### src/rtl/pixel_stream_tagger.sv
module pixel_stream_tagger #(
  parameter int PIX_W    = 10,
  parameter int LINE_PIX = 16,
  parameter int LINES    = 4
) (
  input  logic             clk,
  input  logic             rst_n,
  input  logic             frame_valid,
  input  logic             line_valid,
  input  logic [PIX_W-1:0] pix,
  input  logic             q_full,
  output logic             q_wr,
  output logic [8:0]       q_data,
  output logic             overflow
);
  localparam int HI_W = PIX_W - 8;
  localparam logic [7:0] HDR_CODE = 8'hF1;
  localparam logic [7:0] ROW_CODE = 8'hE2;
  localparam logic [15:0] WID16  = 16'(LINE_PIX);
  localparam logic [15:0] ROWS16 = 16'(LINES);
  localparam logic [15:0] LAST_ROW = 16'(LINES - 1);

  typedef enum logic [2:0] {IDLE, FRAME_HDR, LINE_MARK, PIXELS, WAIT_LINE} st_t;

  st_t             st;
  logic [2:0]      idx;
  logic [15:0]     fcnt, rown;
  logic            phase, drop, fv_q;
  logic [HI_W-1:0] hi_q;
  logic            want;
  logic [8:0]      nb;

  always_comb begin
    want = 1'b0;
    nb   = 9'h000;
    case (st)
      FRAME_HDR: begin
        want = 1'b1;
        case (idx)
          3'd0:    nb = {1'b1, HDR_CODE};
          3'd1:    nb = {1'b1, fcnt[7:0]};
          3'd2:    nb = {1'b1, fcnt[15:8]};
          3'd3:    nb = {1'b1, WID16[7:0]};
          3'd4:    nb = {1'b1, WID16[15:8]};
          3'd5:    nb = {1'b1, ROWS16[7:0]};
          3'd6:    nb = {1'b1, ROWS16[15:8]};
          default: nb = {1'b1, 8'h00};
        endcase
      end
      LINE_MARK: begin
        want = 1'b1;
        case (idx)
          3'd0:    nb = {1'b1, ROW_CODE};
          3'd1:    nb = {1'b1, rown[7:0]};
          3'd2:    nb = {1'b1, rown[15:8]};
          default: nb = {1'b1, 8'h00};
        endcase
      end
      WAIT_LINE, PIXELS: begin
        want = line_valid && !drop;
        nb   = (st == PIXELS && phase) ? {1'b0, 8'(hi_q)} : {1'b0, pix[7:0]};
      end
      default: ;
    endcase
    want = want && frame_valid;
  end

  always_ff @(posedge clk) begin
    if (!rst_n) begin
      st <= IDLE; idx <= '0; fcnt <= '0; rown <= '0;
      phase <= 1'b0; drop <= 1'b0; fv_q <= 1'b1; hi_q <= '0;
      q_wr <= 1'b0; q_data <= '0; overflow <= 1'b0;
    end else begin
      fv_q   <= frame_valid;
      q_wr   <= want && !q_full;
      q_data <= nb;
      if (want && q_full) overflow <= 1'b1;
      if (!frame_valid) st <= IDLE;
      else case (st)
        IDLE: if (!fv_q) begin st <= FRAME_HDR; idx <= '0; end
        FRAME_HDR: begin
          idx <= idx + 3'd1;
          if (idx == 3'd7) begin
            st <= LINE_MARK; idx <= '0; rown <= '0; fcnt <= fcnt + 16'd1;
          end
        end
        LINE_MARK: begin
          idx <= idx + 3'd1;
          if (idx == 3'd3) begin st <= WAIT_LINE; phase <= 1'b0; drop <= 1'b0; end
        end
        WAIT_LINE: if (line_valid) begin
          st <= PIXELS; phase <= 1'b1; hi_q <= pix[PIX_W-1:8];
          if (q_full) drop <= 1'b1;
        end
        PIXELS: begin
          if (line_valid) begin
            phase <= ~phase;
            if (!phase) hi_q <= pix[PIX_W-1:8];
            if (want && q_full) drop <= 1'b1;
          end else if (rown == LAST_ROW) begin
            st <= IDLE;
          end else begin
            rown <= rown + 16'd1; st <= LINE_MARK; idx <= '0;
          end
        end
        default: st <= IDLE;
      endcase
    end
  end


  overflow_sticky_chk: assert property (@(posedge clk) disable iff (!rst_n)
    overflow |=> overflow);

  no_write_when_full_chk: assert property (@(posedge clk) disable iff (!rst_n)
    q_full |=> !q_wr);

  no_write_outside_frame_chk: assert property (@(posedge clk) disable iff (!rst_n)
    !frame_valid |=> !q_wr);

  row_drop_chk: assert property (@(posedge clk) disable iff (!rst_n)
    (st == PIXELS && drop) |=> !q_wr);

  frame_start_chk: assert property (@(posedge clk) disable iff (!rst_n)
    (st == IDLE && frame_valid && !fv_q) |=> (st == FRAME_HDR && idx == 3'd0));

  pixel_flag_chk: assert property (@(posedge clk) disable iff (!rst_n)
    (st == PIXELS && frame_valid) |=> !q_data[8]);
endmodule

### config.mk
export PLATFORM = sky130hd
export DESIGN_NAME = pixel_stream_tagger
export DESIGN_NICKNAME = d
export VERILOG_FILES = /design/src/rtl/pixel_stream_tagger.sv
export SDC_FILE = /design/constraint.sdc
export NUM_CORES = 1
export LEC_CHECK = 0
export ABC_AREA = 1
export BUFFER_PORTS_ARGS = -buffer_cell sky130_fd_sc_hd__buf_4
export CAP_MARGIN = 5
export CORE_MARGIN = 2
export CORE_UTILIZATION = 45
export CTS_CLUSTER_SIZE = 30
export DETAILED_ROUTE_END_ITERATION = 8
export MAX_ROUTING_LAYER = met4
export SETUP_SLACK_MARGIN = 0.02
export SLEW_MARGIN = 0
export SYNTH_ARGS = -nofsm -noshare
export SYNTH_HDL_FRONTEND = slang
export SYNTH_SLANG_ARGS = --single-unit
### constraint.sdc
create_clock -name clk -period 4.3 [get_ports clk]
set_input_delay 0.215 -clock clk [delete_from_list [all_inputs] [get_ports clk]]
set_output_delay 0.215 -clock clk [all_outputs]
set_load 0.02 [all_outputs]
==> results of run 1 <==
==> worst reg2reg max path: stages, from the launching register on <==
cell	delay (ns)
dfxtp_1	0.47
nand2_2	0.11
nor2_4	0.32
inv_1	0.19
nand2_1	0.36
nand4_1	0.26
o21ai_0	0.24
a21oi_1	0.05
==> stage by stage <==
step / hold WS (ns) / util [%] / total power [mW]
3_3_place_gp: 0.4009 / 50.31 / 0.6036
5_1_grt: 0.06314 / 51.95 / 0.9833
2_1_floorplan: 0.2930 / - / 0.5756
6_report: 0.07392 / 51.95 / 0.9477
4_1_cts: 0.06686 / 51.95 / 0.9561
3_5_place_dp: 0.4046 / 50.31 / 0.6036
==> final cells by class <==
| type | instances | area share [%] |
|---|---|---|
| Multi-Input combinational cell | 375 | 50.77 |
| Sequential cell | 54 | 30.29 |
| Inverter | 68 | 7.153 |
| Timing Repair Buffer | 25 | 5.259 |
| Tap cell | 96 | 3.366 |
| Clock buffer | 6 | 2.314 |
| Clock inverter | 1 | 0.8415 |
==> cell usage in the layout, fill, tap and decap left out, drive strengths merged <==
cell and count:
nor2 74, o22ai 10, a31oi 3, bufinv 1, xor2 7, clkbuf 6
nand2 132, or2 1, o21a 1, nand3 42, nand4 10, dfxtp 54
nor3 13, inv 67, buf 25, a21boi 1, o211ai 1, clkinv 1
ha 9, o21ai 37, a21oi 33, nand3b 1
==> path summary, 6_finish.rpt <==
path	slack, ns	depth (start not counted)	endpoint
worst max register to register	2.19	7	hi_q[1]
worst max-delay path	2.19	7	hi_q[1]
worst min-delay path	0.07	2	q_wr
worst min register to register	0.46	2	hi_q[1]
==> per-layer routing <==
layer / wire length [um] / up-vias / track usage [%]
met5: 0 / - / -
met4: 92 / 0 / 5.785
met3: 479 / 10 / 2.892
met2: 3919 / 94 / 37.86
met1: 4185 / 1480 / 31.87
li1: - / 1677 / -
==> cells by family after synthesis <==
kind of cell | after synthesis | share of synthesized area (%)
AND/OR/NAND/NOR | 273 | 36.58
AO/OA/AOI/OAI | 86 | 14.20
buffers and inverters | 81 | 10.32
flip-flops | 54 | 33.51
adder cells (fa/ha/maj) | 9 | 3.491
XOR/XNOR | 7 | 1.901
==> cells in the mapped netlist, types with 5 or more instances <==
cell / count / share of area [%]
xor2_1: 7 / 1.9
ha_1: 9 / 3.5
nor3_1: 13 / 2.0
nand3_1: 39 / 6.1
o22ai_1: 10 / 1.9
clkbuf_1: 5 / 0.58
nor2_1: 70 / 8.1
o21ai_0: 33 / 5.1
buf_2: 5 / 0.78
nand4_1: 10 / 1.9
dfxtp_1: 54 / 34
a21oi_1: 33 / 5.1
inv_1: 65 / 7.6
nand2_1: 128 / 15
==> registers in the layout (all words and copies together) (netlist names) <==
name	cells
hi_q	2
rown	16
q_data	9
fcnt	16
drop	1
fv_q	1
overflow	1
phase	1
q_wr	1
idx	3
st	3
==> power breakdown <==
part | switching, mW | internal, mW | leakage [nW]
Clock | 0.169 | 0.187 | 0.0573
Combinational | 0.0536 | 0.0294 | 0.950
Sequential | 0.00390 | 0.505 | 0.436
Total | 0.226 | 0.722 | 1.44
==> results_dict.tcl, run 1 <==
set metrics [dict create \
    hold_viol_final 0 \
    cts_buffers 5 \
    ant_nets 0 \
    yosys_warnings 0 \
    die_w_um 88.67 \
    drc 0 \
    min_path_type "in -> reg" \
    routed_wl_um 8677 \
    multiInputGateArea_um2 1812 \
    ys_seq_elements 54 \
    hp-start "q_full" \
    synth.avg_cell_area_um2 6.325 \
    skew_ns 0.008930 \
    ioPinCount 26 \
    ys_types 32 \
    max_freq_mhz 474.5 \
    cts_tree "yes" \
    crit_start "st[1]" \
    max_slew_margin_pct 45.54 \
    core_um2 6869 \
    finalCritPeriodShare_pct 49.01 \
    crit_buf_inv 1 \
    root_buffer "clkbuf_8" \
    dp_slack_ns 2.219 \
    num_vias 3261 \
    seq_area_um2 1081 \
    initialDrtViolationCount 249 \
    grtUsageTotal_pct 23.67 \
    routedWlPerCell_um 13.88 \
    maxSlewViolCount 0 \
    endpoint_kind "flop" \
    finalInstanceArea_um2 3568 \
    fillers 750 \
    synthCells 510 \
    setup_viol_count_final 0 \
    synth_flop_cell "dfxtp_1" \
    final_nets 553 \
    dr.pass1.iters 5 \
    clkSlewWorstSetupHoldPaths_ns 0.10 \
    worstMarginPinSlew_ns 0.8119 \
    async_flop_share_pct 0 \
    port_buffers 25 \
    ctsHoldBuffers 0 \
    setup_slack_ns 2.192 \
    start_util_pct 46.96 \
    fin_tns_setup_ns 0 \
    finalNonFillerCells 625 \
    cp_max_fo 14 \
    synth_area_um2 3226 \
    die_height_um 88.67 \
    p_leak_nw 1.443 \
    worstPathRequired_ns 4.51 \
    placementRows 30 \
    synth_edf_count 0 \
    crit_type "reg -> reg" \
    place_congestion 0.9119 \
    area_delta_synth_final_pct 10.63 \
    numClockSinks 54 \
    cp_top_family "simple AND/OR/NAND/NOR gates" \
    grt_remaining_overflow 0 \
    clock_path_buffers 2 \
    detailed_place_hpwl_um 6557 \
    seq_area_frac_synth_pct 33.51 \
    fin_crit_ns 2.108 \
    antenna_found_initial 0 \
    cp_cell_sequence "nand2_2 -> nor2_4 -> inv_1 -> nand2_1 -> nand4_1 -> o21ai_0 -> a21oi_1" \
    place_area_um2 3456 \
    grt_max_degree 28 \
    htreeDepth 2 \
    slowest_stage "dfxtp_1" \
    placed_cells_incl_taps 618 \
    cts_resized 0 \
    cts_setup_buffers 0 \
    status "complete, no violations" \
    layout-drive-gt1-share_pct 8.885 \
    r2r_start "st[1]" \
    rsz0062_at_grt "no" \
    drt-vias-per-instance 5.218 \
    clk_latency_ns 0.31 \
    arrival_ns 2.31 \
    power_density_nw_per_um2 265.6 \
    die-area_um2 7861 \
    grt_pass1_vias 2879 \
    ir_worst_vdd_v 0.0001145 \
    maxCapViolations 0 \
    grt_pass1_wl_um 14050 \
    n_antenna_cell 0 \
    crit_path_max_incr_delay_ns 0.47 \
    setup.worst_path.start_class "flop" \
    syn_nets 534 \
]
Power figures use the tool's default switching activity.
==> run 2: changes to the inputs <==
ABC_AREA = 0   (was 1)
PLACE_DENSITY = 0.65   (was unset)
clock period = 1.8 ns   (was 4.3 ns; I/O delays follow)
==> results_dict.tcl, run 2 <==
set metrics [dict create \
    ioPinCount 26 \
    mostFrequentLayoutCell "buf_4" \
    yosysMostFrequentCell "dfxtp_1" \
    start_util_pct 46.53 \
    dp_slack_ns -0.1221 \
    grt_remaining_overflow 0 \
    area_delta_synth_final_pct 34.40 \
    yosys_warnings 0 \
    fillers 532 \
    hp-start "pix[8]" \
    r2r_end "fcnt[14]" \
    finalNonFillerCells 511 \
    yosysTopAreaCellShare_pct 36.38 \
    clk_latency_ns 0.31 \
    skew_ns 0.004919 \
    multiInputGateArea_um2 1944 \
    setup_viol_count_final 18 \
    violations "setup timing" \
    finalInstanceArea_um2 3994 \
    cts_tree "yes" \
    port_buffers 25 \
    setup_slack_ns -0.1459 \
    root_buffer "clkbuf_8" \
    core_um2 6386 \
    num_vias 3001 \
    dr.pass1.iters 4 \
    placed_cells_incl_taps 489 \
    layout-drive-gt1-share_pct 33.64 \
    numClockSinks 54 \
    clock_path_buffers 2 \
    drt-vias-per-instance 5.873 \
    power_density_nw_per_um2 512.4 \
    syn_nets 383 \
    drc 0 \
    fin_crit_ns 1.946 \
    rsz0062_at_grt "yes" \
    hold_viol_final 0 \
    htreeDepth 2 \
    grt_pass1_wl_um 13030 \
    max_slew_margin_pct 74.78 \
    worstHoldPathCells 3 \
    antenna_found_initial 0 \
    final_nets 457 \
    power.internal_mw 1.546 \
    swShare_pct 24.45 \
    top_regs "fcnt (16), rown (16), q_data (9)" \
    setup.worst_path.start_class "flop" \
    endpoint_kind "flop" \
    routed_wl_um 8129 \
    grtUsageTotal_pct 22.70 \
    worstPathRequired_ns 2.05 \
    synth_flop_cell "dfxtp_1" \
    clock_power_share_pct 33.6 \
    finalCritPeriodShare_pct 108.1 \
    ff2ff_setup_slack_ns -0.15 \
    synth_top_cell_by_area "dfxtp_1" \
    arrival_ns 2.20 \
    place_congestion 0.8783 \
    ys_seq_elements 54 \
    r2r_start "st[2]" \
    worstHoldEndpoint "hi_q[0]" \
    seq_area_frac_synth_pct 36.38 \
    fin_tns_setup_ns -1.565 \
    synth_area_leaders "dfxtp_1, a21oi_1, nand2_1" \
    maxCapViolations 0 \
    max_freq_mhz 513.9 \
    synth.avg_cell_area_um2 8.277 \
    routedWlPerCell_um 15.91 \
    placementRows 29 \
    final_cell_mix "buf_4, dfxtp_1, a21oi_1, nand2_1, inv_1" \
    utilization_pct 62.54 \
    grt_pass1_vias 2725 \
    ir_worst_vdd_v 0.0004240 \
    seq_area_um2 1094 \
    synthCells 359 \
    ant_nets 0 \
    reg2reg_depth 5 \
    cts_buffers 5 \
    die_height_um 85.26 \
    grt_max_degree 22 \
    die_w_um 85.26 \
    synth_edf_count 0 \
    die-area_um2 7269 \
    detailed_place_hpwl_um 5785 \
    clkSlewWorstSetupHoldPaths_ns 0.10 \
    synth_area_um2 2972 \
    n_antenna_cell 0 \
    p_comb_share_pct 7.7 \
    place_area_um2 3595 \
    p_leak_nw 1.483 \
    min_path_type "in -> reg" \
    power_frac_seq_pct 58.7 \
    ys_types 54 \
    switchingPower_mw 0.5003 \
    initialDrtViolationCount 184 \
    ys_top_cells_by_count "dfxtp_1, a21oi_1, nand2_1, clkbuf_1" \
    async_flop_share_pct 0 \
    maxSlewViolCount 0 \
    worstMarginPinSlew_ns 0.3732 \
    cp_max_fo 6 \
    status "finished with violations" \
    crit_type "reg -> reg" \
]
==> run 2: kinds of logic after synthesis <==
| family | after synthesis | share of synthesized area [%] |
|---|---|---|
| adder cells (fa/ha/maj) | 9 | 3.790 |
| buffers and inverters | 40 | 5.473 |
| AO/OA/AOI/OAI | 105 | 23.54 |
| XOR/XNOR | 8 | 2.358 |
| flip-flops | 54 | 36.38 |
| AND/OR/NAND/NOR | 135 | 25.77 |
| multiplexers | 8 | 2.695 |
==> run 2: layout make-up <==
type,count,share of cell area [%]
multi-input cells,267,48.68
inverters,15,1.410
flip-flops and latches,54,27.38
clock buffers,5,1.723
repair buffers,90,17.86
well taps,77,2.412
clock inverters,3,0.5326
==> run 2: power by group through the flow <==
stage | clock network, mW | registers, mW | logic (mW)
6_report | 0.688 | 1.20 | 0.158
3_3_place_gp | 0 | 1.23 | 0.133
3_5_place_dp | 0 | 1.23 | 0.135
4_1_cts | 0.714 | 1.20 | 0.146
2_1_floorplan | 0 | 1.23 | 0.0705
5_1_grt | 0.750 | 1.20 | 0.171
==> run 2: worst max-delay path, stage by stage, from the launching register on <==
cell	delay, ns
dfxtp_2	0.33
or3b_4	0.40
buf_6	0.13
or3_4	0.39
or4_1	0.48
a21oi_1	0.15
==> run 2: what timing repair did <==
| action | in CTS | in global routing |
|---|---|---|
| cloned | 1 | 1 |
| hold buffers | 1 | 0 |
| endpoints found under the hold margin | 1 | 0 |
| buffers inserted | 4 | 7 |
| pin swaps | 14 | 23 |
| setup endpoints to repair | 27 | 35 |
| resized for setup | 22 | 26 |
==> run 2: how the worst max path moves through the flow <==
stage	from	to	slack [ns]	depth (start not counted)
after floorplan	st[0]	fcnt[11]	-0.21	7
after global placement	idx[1]	fcnt[13]	-0.1	6
after detailed placement	idx[1]	fcnt[13]	-0.12	6
after CTS	idx[1]	fcnt[7]	-0.11	7
after global routing	idx[1]	fcnt[7]	-0.21	7
final	st[2]	fcnt[14]	-0.15	5
==> run 2: per-layer routing <==
layer / vias to the layer above / track usage, % / wire length [um]
met5: - / - / 0
met4: 0 / 5.339 / 125
met3: 18 / 4.183 / 412
met1: 1404 / 30.41 / 3769
li1: 1494 / - / -
met2: 85 / 35.65 / 3823
==> run 2: stage by stage <==
step,hold slack (ns),power (mW)
2_1_floorplan,0.1637,1.302
3_3_place_gp,0.2877,1.361
3_5_place_dp,0.2950,1.363
4_1_cts,0.01323,2.060
5_1_grt,0.01337,2.123
6_report,0.01387,2.046
==> run 3: changes to the inputs <==
CORE_UTILIZATION = 54   (was 45)
PLACE_DENSITY = 0.75   (was 0.65)
==> results_dict.tcl, run 3 (synthesis results as in run 2) <==
set metrics [dict create \
    power_density_nw_per_um2 508.1 \
    hold_viol_final 0 \
    drt-vias-per-instance 6.356 \
    port_buffers 25 \
    drc 0 \
    die_height_um 78.18 \
    top_regs "fcnt (16), rown (16), q_data (9)" \
    rsz0062_at_grt "yes" \
    p_leak_nw 1.466 \
    placementRows 27 \
    endpoint_kind "flop" \
    mostFrequentLayoutCell "buf_4" \
    placed_cells_incl_taps 479 \
    final_nets 456 \
    die-area_um2 6112 \
    cp_cell_sequence "ha_4 -> ha_4 -> nand2_2 -> or4_4 -> buf_6 -> or3_1 -> a21oi_1" \
    ioPinCount 26 \
    fillers 391 \
    min_path_type "in -> reg" \
    routedWlPerCell_um 18.17 \
    grtUsageTotal_pct 27.74 \
    finalNonFillerCells 505 \
    worstPathRequired_ns 2.04 \
    status "finished with violations" \
    core_um2 5405 \
    arrival_ns 2.20 \
    layout-drive-gt1-share_pct 37.64 \
    maxSlewViolCount 0 \
    start_util_pct 54.98 \
    slowest_stage "or4_4" \
    max_slew_margin_pct 66.36 \
    worst_hold_slack_ns 0.01591 \
    detailed_place_hpwl_um 5735 \
    cp_top_family "simple AND/OR/NAND/NOR gates" \
    clkSlewWorstSetupHoldPaths_ns 0.11 \
    cts_tree "yes" \
    num_vias 3210 \
    max_freq_mhz 511.3 \
    path_common_cell "ha_4" \
    cts_buffers 5 \
    setup.worst_path.start_class "flop" \
    place_congestion 0.9502 \
    seq_area_um2 1096 \
    initialDrtViolationCount 343 \
    setup_viol_count_final 18 \
    crit_buf_inv 1 \
    dr.pass1.iters 5 \
    setup_slack_ns -0.1559 \
    crit_path_max_incr_delay_ns 0.58 \
    area_delta_synth_final_pct 36.93 \
    cp_max_fo 6 \
    grt_pass1_vias 2765 \
    skew_ns 0.01045 \
    grt_remaining_overflow 0 \
    clk_latency_ns 0.31 \
    worstMarginPinSlew_ns 0.4979 \
    routed_wl_um 9174 \
    violations "setup timing" \
    ant_nets 0 \
    die_w_um 78.18 \
    ir_worst_vdd_v 0.0005701 \
    fin_crit_ns 1.956 \
    grt_pass1_wl_um 13280 \
    antenna_found_initial 0 \
    maxCapViolations 0 \
    root_buffer "clkbuf_8" \
    multiInputGateArea_um2 2023 \
    finalCritPeriodShare_pct 108.7 \
    numClockSinks 54 \
    clock_path_buffers 2 \
    crit_type "reg -> reg" \
    grt_max_degree 22 \
    final_cell_mix "buf_4, dfxtp_1, nand2_1, a21oi_1" \
    n_antenna_cell 0 \
    htreeDepth 2 \
]
[run 3: timing repair]
item | CTS | global route
setup buffers | 4 | 10
hold buffers | 1 | 1
endpoints found under the hold margin | 1 | 1
pin swaps | 14 | 13
gates resized for setup | 27 | 38
cloned | 2 | 0
endpoints found under the setup margin | 30 | 35
[run 3: worst min-delay path, delay by kind of cell]
family / cells / cell delay (ns)
and+or+nand+nor: 1 / 0.04
AOI/OAI and AO/OA: 1 / 0.05
buffers and inverters: 1 / 0.11
[run 3: through the flow]
stage / total power, mW / setup WS (ns) / utilization [%] / instance area (um2) / TNS (ns)
finish: 2.067 / -0.1559 / 75.28 / 4069 / -1.448
CTS: 2.044 / -0.1380 / 70.32 / 3801 / -0.8639
global route: 2.120 / -0.2102 / 75.28 / 4069 / -2.933
detailed placement: 1.363 / -0.1323 / 65.69 / 3551 / -1.256
global placement: 1.361 / -0.08109 / 65.69 / 3551 / -0.5185
floorplan: 1.302 / -0.2141 / - / 3060 / -0.8853
[run 3: where the power goes]
part / internal, mW / switching (mW) / total [mW]
Combinational: 0.0820 / 0.0903 / 0.172
Clock: 0.275 / 0.420 / 0.695
Sequential: 1.20 / 0.00328 / 1.20
[run 3: worst paths after layout]
check	start	depth (start not counted)	endpoint	slack [ns]
setup / recovery	idx[1]	7	fcnt[9]	-0.16
hold / removal	pix[5]	3	q_data[5]	0.02
setup reg to reg	idx[1]	7	fcnt[9]	-0.16
hold reg to reg	phase	2	phase	0.49
[run 3: per-layer routing]
metal  global-route usage [%]  share of wire [%]  vias to the layer above  routed length (um)
li1                         -                  -                     1487                   -
met1                    35.57                 41                     1521                3785
met2                    45.26                 49                      175                4459
met3                    5.287                7.6                       27                 693
met4                    7.368                2.6                        0                 235
met5                        -                  0                        -                   0
[run 3: area by class of cell]
class,instances,area share (%)
clock buffer,5,1.691
clock inverter,3,0.5228
inverter,15,1.384
multi-input combinational,267,49.72
sequential,54,26.94
tap,72,2.214
timing repair buffer,89,17.53
